[src/rtl/fcs_chk_pkg.sv]
package fcs_chk_pkg;

    localparam int NIB_W     = 4;
    localparam int BYTE_W    = 8;
    localparam int CRC_W     = 32;
    localparam int FCS_BYTES = CRC_W / BYTE_W;

    localparam logic [NIB_W-1:0] SFD_NIB = 4'hD;

    typedef enum logic [0:0] {
        ST_HUNT = 1'b0,
        ST_DATA = 1'b1
    } rx_state_e;

    typedef struct packed {
        logic              vld;
        logic [BYTE_W-1:0] dat;
    } byte_beat_t;

    function automatic logic [CRC_W-1:0] bit_rev(input logic [CRC_W-1:0] v);
        logic [CRC_W-1:0] r;
        for (int i = 0; i < CRC_W; i++) r[i] = v[CRC_W-1-i];
        return r;
    endfunction

    localparam logic [CRC_W-1:0] POLY_NORM  = 32'h04C1_1DB7;
    localparam logic [CRC_W-1:0] POLY_REF   = bit_rev(POLY_NORM);
    localparam logic [CRC_W-1:0] RESID_NORM = 32'hC704_DD7B;
    localparam logic [CRC_W-1:0] RESID_REF  = bit_rev(RESID_NORM);
    localparam logic [CRC_W-1:0] CRC_PRESET = '1;

    function automatic logic [CRC_W-1:0] crc_step(input logic [CRC_W-1:0] c,
                                                  input logic [BYTE_W-1:0] d);
        logic [CRC_W-1:0] r;
        r = c ^ {{(CRC_W-BYTE_W){1'b0}}, d};
        for (int i = 0; i < BYTE_W; i++)
            r = r[0] ? ((r >> 1) ^ POLY_REF) : (r >> 1);
        return r;
    endfunction

    function automatic logic [CRC_W-1:0] to_wire(input logic [CRC_W-1:0] c);
        logic [CRC_W-1:0] w;
        for (int b = 0; b < FCS_BYTES; b++)
            w[CRC_W-1-b*BYTE_W -: BYTE_W] = c[b*BYTE_W +: BYTE_W];
        return w;
    endfunction

endpackage

[src/rtl/mii_nibble_packer.sv]
module mii_nibble_packer
    import fcs_chk_pkg::*;
(
    input  logic             clk,
    input  logic             rst,
    input  logic             rx_dv,
    input  logic [NIB_W-1:0] rx_nib,
    output logic             sof,
    output byte_beat_t       beat,
    output logic             eof,
    output logic             odd
);

    rx_state_e        state_q;
    logic             half_q;
    logic [NIB_W-1:0] low_q;

    always_ff @(posedge clk) begin
        if (rst) begin
            state_q <= ST_HUNT;
            half_q  <= 1'b0;
            low_q   <= '0;
            sof     <= 1'b0;
            beat    <= '0;
            eof     <= 1'b0;
            odd     <= 1'b0;
        end else begin
            sof      <= 1'b0;
            beat.vld <= 1'b0;
            eof      <= 1'b0;
            odd      <= 1'b0;
            case (state_q)
                ST_HUNT: begin
                    if (rx_dv && rx_nib == SFD_NIB) begin
                        state_q <= ST_DATA;
                        half_q  <= 1'b0;
                        sof     <= 1'b1;
                    end
                end
                ST_DATA: begin
                    if (!rx_dv) begin
                        state_q <= ST_HUNT;
                        eof     <= 1'b1;
                        odd     <= half_q;
                        half_q  <= 1'b0;
                    end else if (!half_q) begin
                        low_q  <= rx_nib;
                        half_q <= 1'b1;
                    end else begin
                        beat.vld <= 1'b1;
                        beat.dat <= {rx_nib, low_q};
                        half_q   <= 1'b0;
                    end
                end
                default: state_q <= ST_HUNT;
            endcase
        end
    end

endmodule

[config.mk]
export PLATFORM = sky130hd
export DESIGN_NAME = mii_nibble_packer
export DESIGN_NICKNAME = d
export VERILOG_FILES = /design/src/rtl/fcs_chk_pkg.sv /design/src/rtl/mii_nibble_packer.sv
export SDC_FILE = /design/constraint.sdc
export NUM_CORES = 1
export LEC_CHECK = 0
export ABC_AREA = 1
export BUFFER_PORTS_ARGS = -buffer_cell sky130_fd_sc_hd__buf_2
export CORE_MARGIN = 2
export CORE_UTILIZATION = 36
export CTS_CLUSTER_DIAMETER = 100
export CTS_CLUSTER_SIZE = 14
export DETAILED_ROUTE_END_ITERATION = 10
export PLACE_DENSITY_LB_ADDON = 0.1
export SKIP_CTS_REPAIR_TIMING = 1
export SLEW_MARGIN = 25
export SYNTH_ARGS = -nofsm -noshare
export SYNTH_HDL_FRONTEND = slang
export SYNTH_SLANG_ARGS = --single-unit
[constraint.sdc]
create_clock -name clk -period 1.05 [get_ports clk]
set_clock_uncertainty 0.15 [all_clocks]
set_input_delay 0.0525 -clock clk [delete_from_list [all_inputs] [get_ports clk]]
set_output_delay 0.0525 -clock clk [all_outputs]
set_load 0.02 [all_outputs]
# [Word-level counts from Yosys, hierarchy flattened]
# Cells that the tools add are included.
[word_totals] reg_bits=18 in_bits=7 output_inout_bits=12 elab_cells=29
[classes] bitwise_logic=3 n_mux=9 n_reduce_logical=7 n_eq_ne=2
[op_table] cell="9-bit two-way mux" count=1
[op_table] cell="1-bit two-way mux" count=6
[op_table] cell="3-bit AND reduction" count=2
[op_table] cell="3-bit OR reduction" count=2
[op_table] cell="4-bit equality test (second input constant)" count=1
[op_table] cell="1-bit case mux with 2 select lines" count=2
[op_table] cell="2-bit OR reduction" count=2
[op_table] cell="1-bit inverter" count=3
[op_table] cell="2-bit != test (second input constant)" count=1
[op_table] cell="1-bit logical AND" count=1

# [Depth between registers and ports, before layout]
# Gate-level depths: netlist of run 1.
[logic_depth] ltp_word=4 mapped_depth=5 mapped_depth_nobuf=5

# [Worst setup path before layout of run 1]
# No wires, ideal clock.
[synth_path] path_type="flip-flop to flip-flop" start="reg state_q" end="reg beat[0] (netlist name)" path_stages_with_launch=6 path_buffers=0 period_less_slack_ns=1.059 t_required_ns=0.784 slack_ns=-0.009 arrival_ns=0.793 setup_time_ns=0.116 path_cell_list="dfxtp_1 > nand2_4 > nor2_8 > inv_4 > nor2_1 > nor2_1"
[synth_via] elab_chain_len=1
[synth_rtl] element="start, declared" line="mii_nibble_packer.sv:14" rtl="rx_state_e state_q;"
[synth_rtl] element="start signal, assigned" line="mii_nibble_packer.sv:20" rtl="state_q <= ST_HUNT;"
[synth_rtl] element="start signal, assigned" line="mii_nibble_packer.sv:35" rtl="state_q <= ST_DATA;"
[synth_rtl] element="start signal, assigned" line="mii_nibble_packer.sv:42" rtl="state_q <= ST_HUNT;"
[synth_rtl] element="3-bit AND reduction (no source line)"
[synth_rtl] element="end, declared" line="mii_nibble_packer.sv:9" rtl="output byte_beat_t beat,"
# Every way passes these cells.
# A chain may end at the register's enable or synchronous reset.

# [Final worst setup path of run 1]
[layout_path] start="in rx_nib[1]" end="reg half_q"
[layout_via] elab_chain_len=3
[layout_rtl] element="start, declared" line="mii_nibble_packer.sv:7" rtl="input logic [NIB_W-1:0] rx_nib,"
[layout_rtl] element="4-bit equality test" line="mii_nibble_packer.sv:34" rtl="if (rx_dv && rx_nib == SFD_NIB) begin"
[layout_rtl] element="1-bit logical AND" line="mii_nibble_packer.sv:34"
[layout_rtl] element="2-bit != test (no source line)"
[layout_rtl] element="end signal, assigned" line="mii_nibble_packer.sv:36" rtl="half_q <= 1'b0;"
[layout_rtl] element="end signal, assigned" line="mii_nibble_packer.sv:45" rtl="half_q <= 1'b0;"
[layout_rtl] element="end signal, assigned" line="mii_nibble_packer.sv:48" rtl="half_q <= 1'b1;"
[layout_rtl] element="end, declared" line="mii_nibble_packer.sv:15" rtl="logic half_q;"
# Every way passes these cells.

==> impl_metrics.toml, run 1 <==
[clock_tree]
numCtsBuffers = 3
cts.sinks = 18
clk_path_buf_depth = 2
clkLatencyLatePin_ns = 0.28
htreeDepth = 1
cts_root_buffer = "clkbuf_4"
path_clk_slew_ns = 0.10
cts_tree = "yes"

[synthesis]
synthesis.area_per_instance_um2 = 8.45
yosysUniqueCellTypes = 17
netlist_instances = 76
yosys-top-cells-area = "dfxtp_1 56%, nor2_1 15%, o21ai_0 8.6%, nor2_8 3.1%, nand2_1 2.3%"
synth-warning-count = 0
synth.cell_area_um2 = 642
synth_sequential_area_ratio_pct = 56.1
postSynthRegisterBits = 18
synth_largest_area_cell = "dfxtp_1"
post-synth-top-area-fraction_pct = 56.1
synth.net_count = 83

[routing]
firstDrtPassIters = 4
dr_total_vias = 559
wl_per_cell_um = 10.0
ant_nets = 0
drt_drc_violations_left = 0
drt-initial-drc-count = 7
routed_via_density = 4.30
drt_wl_total_um = 1300

[worst_setup_path]
critPathCapture = "half_q"
worstPathArrival_ns = 1.15
cp-start-kind = "input port"
r2r-end = "low_q[0]"
reg2reg_slack_ns = -0.06
timing.critical_path.fanout_max = 3
crit_path_end_kind = "register"
worst-r2r-cell-count = 5
timing.critical_path.required_ns = 1.09
rr_startpoint = "state_q"
critical_path.startpoint = "rx_nib[1]"
crit_type = "in -> reg"

[status]
violations = "hold timing, setup timing"
outcome = "finished with violations"

[timing]
grt_setup_unrepaired = "yes"
layout_worst_path_cycle_share_pct = 106
fin_crit_ns = 1.12
postLayoutSetupSlackWorst_ns = -0.0657
setup_viol = 10
maxSlewHeadroom_pct = 80.7
timing_max_transition_violations_final = 0
hold_violations = 6
tightest_slew_ns = 0.289
fin_worst_hold_slack_ns = -0.142
maxClockFrequency_mhz = 896

[finish]
mostFrequentLayoutCell = "nor2_1"
share_of_post_route_cells_with_drive_strength_above_1_pct = 41.0
layout_common_cells = "18 x nor2_1, 17 x dfxtp_1, 15 x buf_2, 11 x o21ai_0, 8 x nor2_2"
areaGrowthSynthToFinish_pct = 40.7
finish.utilization_pct = 52.9
fin_nets = 113
antenna-diode-count = 0

[global_route]
track_usage_pct = 13.5
grt_max_degree = 13
antenna_found_initial = 0
grt_overflow = 0
wire_length_of_the_first_global_routing_pass_um = 1990
via_count_of_the_first_global_routing_pass = 469

[die]
floorplan.initialDensity_pct = 37.6
num_rows = 15
dieHeight_um = 46.2
fp.dieW_um = 46.2
core_area_mm2 = 0.00171
design.die.area_mm2 = 0.00214
pin_count = 19

[worst_hold_path]
hold_path_depth = 2
worst_hold_path_type = "in -> reg"
hold_path_startpoint = "rx_dv"

[power]
power_density_mw_per_mm2 = 1290
ir_drop_mv = 0.774
power_leakage_nw = 0.459

[placed_design]
gp_congestion = 0.762
post-dp-hpwl_um = 932
port_buffers = 18

[flow_run]
timing.max_cap.violations = 0
-- report_power, final --
part           internal [mW]  switching, mW
logic                 0.0278         0.0326
registers              0.685        0.00180
clock network          0.211          0.205
total                  0.924          0.239
-- logic make-up after synthesis --
kind of cell	synth area share [%]
buffers and inverters	4.68
AOI/OAI and AO/OA	11.5
and+or+nand+nor	27.7
DFF	56.1
-- how the worst min path moves through the flow --
stage                   end  slack, ns
finish                  eof      -0.14
global route            eof      -0.15
CTS                     eof      -0.15
detailed placement      eof       0.16
global placement        eof       0.16
floorplan           state_q      -0.04
-- critical path, cell delays in order --
cell	delay, ns
buf_2	0.09
dlygate4sd3_1	0.60
nor2_1	0.16
nand2_1	0.11
nand2_1	0.09
a21oi_2	0.05
-- cell usage after synthesis --
master   instances
inv_1            3
dfxtp_1         18
o21ai_0         11
nor2_4           1
nor2_8           1
a21oi_1          1
nor2_2           1
nor2_1          26
inv_2            2
a21oi_2          1
buf_2            1
nand2_1          4
nor3_1           2
inv_4            1
nand2_4          1
nor4_1           1
o21ai_1          1
-- state kept, by name, summed over array words and instances (netlist names) --
| register | cells |
|---|---|
| low_q | 4 |
| beat | 9 |
| odd | 1 |
| state_q | 1 |
| half_q | 1 |
| eof | 1 |
| sof | 1 |
-- layout make-up --
class / instances / area [um^2]
inverter: 6 / 30.0
timing repair buffer: 26 / 168
fill: 166 / 805
tap: 25 / 31.3
multi-input combinational: 51 / 277
sequential: 18 / 362
clock buffer: 4 / 36.3
-- metal layers --
metal	global-route usage [%]	part of all wire [%]	up-vias
met1	17.8	44	240
li1	-	-	303
met3	3.53	2.6	2
met5	0	0	-
met2	20.0	52	14
met4	6.86	1.2	0
-- through the flow --
stage                     total power, mW  setup slack [ns]  std cells  TNS (ns)  instance area [um^2]
final                                1.16           -0.0657        130    -0.311                   903
after floorplan                     0.719           0.00410         76         0                   643
after CTS                            1.16           -0.0845        126    -0.378                   826
after detailed placement            0.748           -0.0634        122    -0.200                   790
after global placement              0.749           -0.0733        122    -0.216                   790
after global routing                 1.22            -0.123        130     -1.19                   903
No activity file was read; power rests on OpenSTA's default activity.
==> run 2: changes to the inputs <==
--- a/config.mk
+++ b/config.mk
@@ -7,7 +7,6 @@
 export LEC_CHECK = 0
 export ABC_AREA = 1
 export BUFFER_PORTS_ARGS = -buffer_cell sky130_fd_sc_hd__buf_2
-export CORE_MARGIN = 2
 export CORE_UTILIZATION = 36
 export CTS_CLUSTER_DIAMETER = 100
 export CTS_CLUSTER_SIZE = 14
==> run 2 against run 1 <==
The flow still finishes with violations (hold timing, setup timing). Via count increased by 2.3%. First-iteration DRC count decreased by 57%. Count of clock-buffer cells in the layout unchanged. Largest cell class unchanged. Largest power group unchanged. Highest routed layer unchanged.
==> impl_metrics.toml, run 2 (same netlist as run 1, synthesis figures left out) <==
[status]
outcome = "finished with violations"
violations = "hold timing, setup timing"

[clock_tree]
clkLatencyLatePin_ns = 0.29
cts_root_buffer = "clkbuf_4"
numCtsBuffers = 3
clk_path_buf_depth = 2
htreeDepth = 1
cts_tree = "yes"
path_clk_slew_ns = 0.10
cts.sinks = 18

[routing]
dr_total_vias = 572
ant_nets = 0
routed_via_density = 4.81
drt-initial-drc-count = 3
drt_wl_total_um = 1350
firstDrtPassIters = 4
wl_per_cell_um = 11.3
drt_drc_violations_left = 0

[timing]
hold_violations = 6
maxClockFrequency_mhz = 921
fin_worst_hold_slack_ns = -0.157
grt_setup_unrepaired = "yes"
fin_crit_ns = 1.09
postLayoutSetupSlackWorst_ns = -0.0353
setup_viol = 12
maxSlewHeadroom_pct = 82.8
timing.setup.tns_ns = -0.228
layout_worst_path_cycle_share_pct = 103
timing_max_transition_violations_final = 0
tightest_slew_ns = 0.258

[placed_design]
post-dp-hpwl_um = 926
port_buffers = 18
dpl-instance-area_um2 = 763
gp_congestion = 0.765
dpl_worst_slack_ns = -0.0760

[finish]
fin_nets = 111
share_of_post_route_cells_with_drive_strength_above_1_pct = 40.8
multiInputGateArea_um2 = 277
areaGrowthSynthToFinish_pct = 37.8
top_register = "beat"
fillCellCount = 160
antenna-diode-count = 0
layout_common_cells = "18 x nor2_1, 17 x buf_2, 16 x dfxtp_1, 11 x o21ai_0, 8 x nor2_2"
post-route-cell-area_um2 = 885
largest_register_ff_count = 9
reg.largest.list = "beat (9), low_q (4)"
mostFrequentLayoutCell = "nor2_1"
seq_area_um2 = 365

[worst_setup_path]
critPathTopFamily = "simple AND/OR/NAND/NOR gates"
critical_path.startpoint = "state_q"
crit_top_cell = "nor2_1"
cp-start-kind = "register"
timing.critical_path.required_ns = 1.09
reg2reg_slack_ns = -0.04
crit_chain = "nand2_4 > nor2_4 > inv_4 > nor2_1 > nor2_1"
timing.critical_path.fanout_max = 5
worstPathArrival_ns = 1.13
crit_path_end_kind = "register"
rr_startpoint = "state_q"
crit_type = "reg -> reg"
timing.critical_path.buf_inv = 1
critPathSlowestCell = "dfxtp_2"
r2r-end = "low_q[3]"
slowest_delay_ns = 0.36
worst-r2r-cell-count = 5

[worst_hold_path]
worst_hold_path_type = "in -> reg"
hold_path_depth = 2
hold_path_end = "eof"
hold_path_startpoint = "rx_dv"

[power]
ir_drop_mv = 0.943
power_density_mw_per_mm2 = 1310
totalPowerFinal_mw = 1.16
power_leakage_nw = 0.452

[die]
fp.dieW_um = 44.2
pin_count = 19
dieHeight_um = 44.2
core_area_mm2 = 0.00158
design.die.area_mm2 = 0.00196
num_rows = 14
floorplan.initialDensity_pct = 40.7

[global_route]
wire_length_of_the_first_global_routing_pass_um = 2080
grt_max_degree = 13
grt_overflow = 0
via_count_of_the_first_global_routing_pass = 490
track_usage_pct = 14.9
antenna_found_initial = 0

[flow_run]
timing.max_cap.violations = 0
## run 2: cell types whose count changed in the layout (fill, tap and decap cells not counted)
cell / delta
buf_2: +2
inv_2: -1
buf_4: -5
dfxtp_1: -1
dfxtp_4: +1
buf_6: +1
inv_6: +1
## run 2: worst max-delay path by stage
stage / to / slack [ns] / depth (start not counted)
2_1_floorplan: beat[0] / 0.004 / 5
3_5_place_dp: beat[4] / -0.08 / 5
3_3_place_gp: beat[1] / -0.05 / 5
5_1_grt: low_q[3] / -0.11 / 5
4_1_cts: beat[4] / -0.10 / 5
6_report: low_q[3] / -0.04 / 5
## run 2: report_power, final
group,switching [mW],total (mW),internal [mW],leakage [nW]
Combinational,0.0316,0.0572,0.0256,0.285
Sequential,0.00231,0.685,0.683,0.146
Clock,0.205,0.417,0.211,0.0210
Total,0.239,1.16,0.920,0.452
## run 2: routing by layer
layer / GRT usage [%] / vias up / part of all wire (%)
met5: 0 / - / 0
met4: 5.45 / 0 / 0.96
met3: 6.12 / 2 / 5.6
met2: 21.8 / 14 / 45
met1: 19.8 / 258 / 49
li1: - / 298 / -
## run 2: through the flow
step	std cells	hold WS (ns)	utilization, %
after CTS	115	-0.167	50.7
after global placement	111	0.147	48.4
after detailed placement	111	0.150	48.4
final	119	-0.157	56.1
after floorplan	76	-0.0358	-
after global routing	119	-0.166	56.1
## run 2: cell type report
| class | instances | area share, % |
|---|---|---|
| clock buffers | 4 | 4.10 |
| flip-flops and latches | 18 | 41.3 |
| repair buffers | 24 | 17.1 |
| multi-input cells | 51 | 31.3 |
| well taps | 16 | 2.26 |
| inverters | 6 | 3.96 |
## run 2: worst reg2reg max path: stages (launching register included)
cell and delay (ns):
dfxtp_2 0.36, nand2_4 0.08, nor2_4 0.19, inv_4 0.08, nor2_1 0.09, nor2_1 0.05
==> run 3: changes to the inputs <==
==> constraint.sdc (replaced) <==
create_clock -name clk -period 1.05 [get_ports clk]
set_clock_uncertainty 0.15 [all_clocks]
set_input_delay 0.0525 -clock clk [delete_from_list [all_inputs] [get_ports clk]]
set_output_delay 0.0525 -clock clk [all_outputs]
set_load 0.05 [all_outputs]
==> run 3 against run 2 <==
The flow finishes with violations (DRC, hold timing, setup timing). Wire length fell by 3.4%. Global-route usage fell by 1.3 points. Setup slack got worse by 0.023 ns. Fmax fell by 2.1%. Total power barely moved. Sequential share of layout area fell by 2.9 points. Critical endpoint is now beat[0]. Largest power group unchanged.
==> impl_metrics.toml, run 3 (same netlist as run 1, synthesis figures left out) <==
[die]
fp.dieW_um = 44.2
design.die.area_mm2 = 0.00196
num_rows = 14
dieHeight_um = 44.2
floorplan.initialDensity_pct = 40.7
pin_count = 19
core_area_mm2 = 0.00158

[power]
ir_drop_mv = 0.903
power_leakage_nw = 0.461
power_density_mw_per_mm2 = 1190

[global_route]
wire_length_of_the_first_global_routing_pass_um = 1910
antenna_found_initial = 0
grt_overflow = 0
grt_max_degree = 13
track_usage_pct = 13.7
via_count_of_the_first_global_routing_pass = 445

[finish]
largest_register_ff_count = 9
post_layout_nonfiller_instances = 121
share_of_post_route_cells_with_drive_strength_above_1_pct = 48.6
layout_common_cells = "20 x nor2_1, 9 x dfxtp_2, 8 x dfxtp_1, 7 x o21ai_0"
post-route-cell-area_um2 = 977
areaGrowthSynthToFinish_pct = 52.2
reg.largest.list = "beat (9), low_q (4)"
mostFrequentLayoutCell = "nor2_1"
fin_nets = 113
top_register = "beat"
finish.utilization_pct = 62.0
antenna-diode-count = 0

[clock_tree]
cts_tree = "yes"
cts.sinks = 18
clkLatencyLatePin_ns = 0.28
path_clk_slew_ns = 0.10
htreeDepth = 1
cts_root_buffer = "clkbuf_4"
clk_path_buf_depth = 2
numCtsBuffers = 3

[timing]
layout_worst_path_cycle_share_pct = 106
fin_crit_ns = 1.11
fin_worst_hold_slack_ns = -0.141
hold_violations = 5
grt_setup_unrepaired = "yes"
tightest_slew_ns = 0.334
setup_viol = 12
maxClockFrequency_mhz = 902
postLayoutSetupSlackWorst_ns = -0.0585
timing_max_transition_violations_final = 0
maxSlewHeadroom_pct = 77.7

[flow_run]
timing.max_cap.violations = 0

[worst_setup_path]
timing.critical_path.fanout_max = 5
crit_type = "reg -> reg"
timing.critical_path.required_ns = 1.13
slowest_delay_ns = 0.36
crit_path_end_kind = "register"
crit_chain = "nand2_4 > nor2_8 > buf_12 > o21ai_1 > nor2_1"
critPathSlowestCell = "dfxtp_2"
cp-start-kind = "register"
worstPathArrival_ns = 1.19

[placed_design]
dpl-instance-area_um2 = 772
dpl_worst_slack_ns = -0.0969
numPlacedInstances = 111
post-dp-hpwl_um = 838
gp_congestion = 0.699
port_buffers = 18

[routing]
ant_nets = 0
dr_total_vias = 548
drt-initial-drc-count = 9
highest_layer = "met4"
firstDrtPassIters = 7
drt-met1-wl_um = 656
drt_drc_violations_left = 1
wl_per_cell_um = 10.8
met2_length_um = 565
drt_wl_total_um = 1300
routed_via_density = 4.53
wl_met3_um = 61

[status]
outcome = "finished with violations"
violations = "DRC, hold timing, setup timing"

[worst_hold_path]
worst_hold_path_type = "in -> reg"
run 3: cell count changes in the layout (fill, tap and decap cells not counted), moves of 4 or more:
| cell | delta |
|---|---|
| dfxtp_2 | +8 |
| dfxtp_1 | -8 |
| buf_2 | -11 |
| o21ai_0 | -4 |
| buf_6 | +4 |
run 3: path summary, 6_finish.rpt:
path | from | to | slack, ns | depth (start not counted)
worst max-delay path | state_q | beat[0] | -0.06 | 5
worst min-delay path | rx_dv | eof | -0.14 | 2
worst max register to register | state_q | beat[0] | -0.06 | 5
worst min register to register | low_q[0] | beat[0] | 0.33 | 2
run 3: area by class of cell:
type                            count  area [um^2]
Clock buffer                        4         36.3
Fill cell                         136          599
Inverter                            6         30.0
Multi-Input combinational cell     51          284
Sequential cell                    18          375
Tap cell                           16         20.0
Timing Repair Buffer               26          231
run 3: through the flow:
step,setup TNS [ns],power [mW],hold WS (ns)
2_1_floorplan,0,0.721,-0.0358
5_1_grt,-1.43,1.21,-0.129
4_1_cts,-1.22,1.16,-0.166
3_5_place_dp,-0.649,0.746,0.150
3_3_place_gp,-0.439,0.746,0.151
6_report,-0.513,1.16,-0.141
run 3: power breakdown:
part / internal [mW] / total (mW) / leakage [nW] / switching, mW
registers: 0.683 / 0.685 / 0.150 / 0.00191
logic: 0.0270 / 0.0627 / 0.290 / 0.0357
clock network: 0.211 / 0.412 / 0.0210 / 0.201
total: 0.921 / 1.16 / 0.461 / 0.239
run 3: worst max-delay path, delay by kind of cell (launching register included):
family / cells / cell delay [ns]
compound gates: 1 / 0.05
simple gates: 3 / 0.35
buf+inv: 1 / 0.13
flops: 1 / 0.36
run 3: metal layers:
layer | vias up | track usage [%]
met2 | 12 | 20.3
met4 | 0 | 5.45
met3 | 2 | 6.12
li1 | 306 | -
met5 | - | 0
met1 | 228 | 17.3
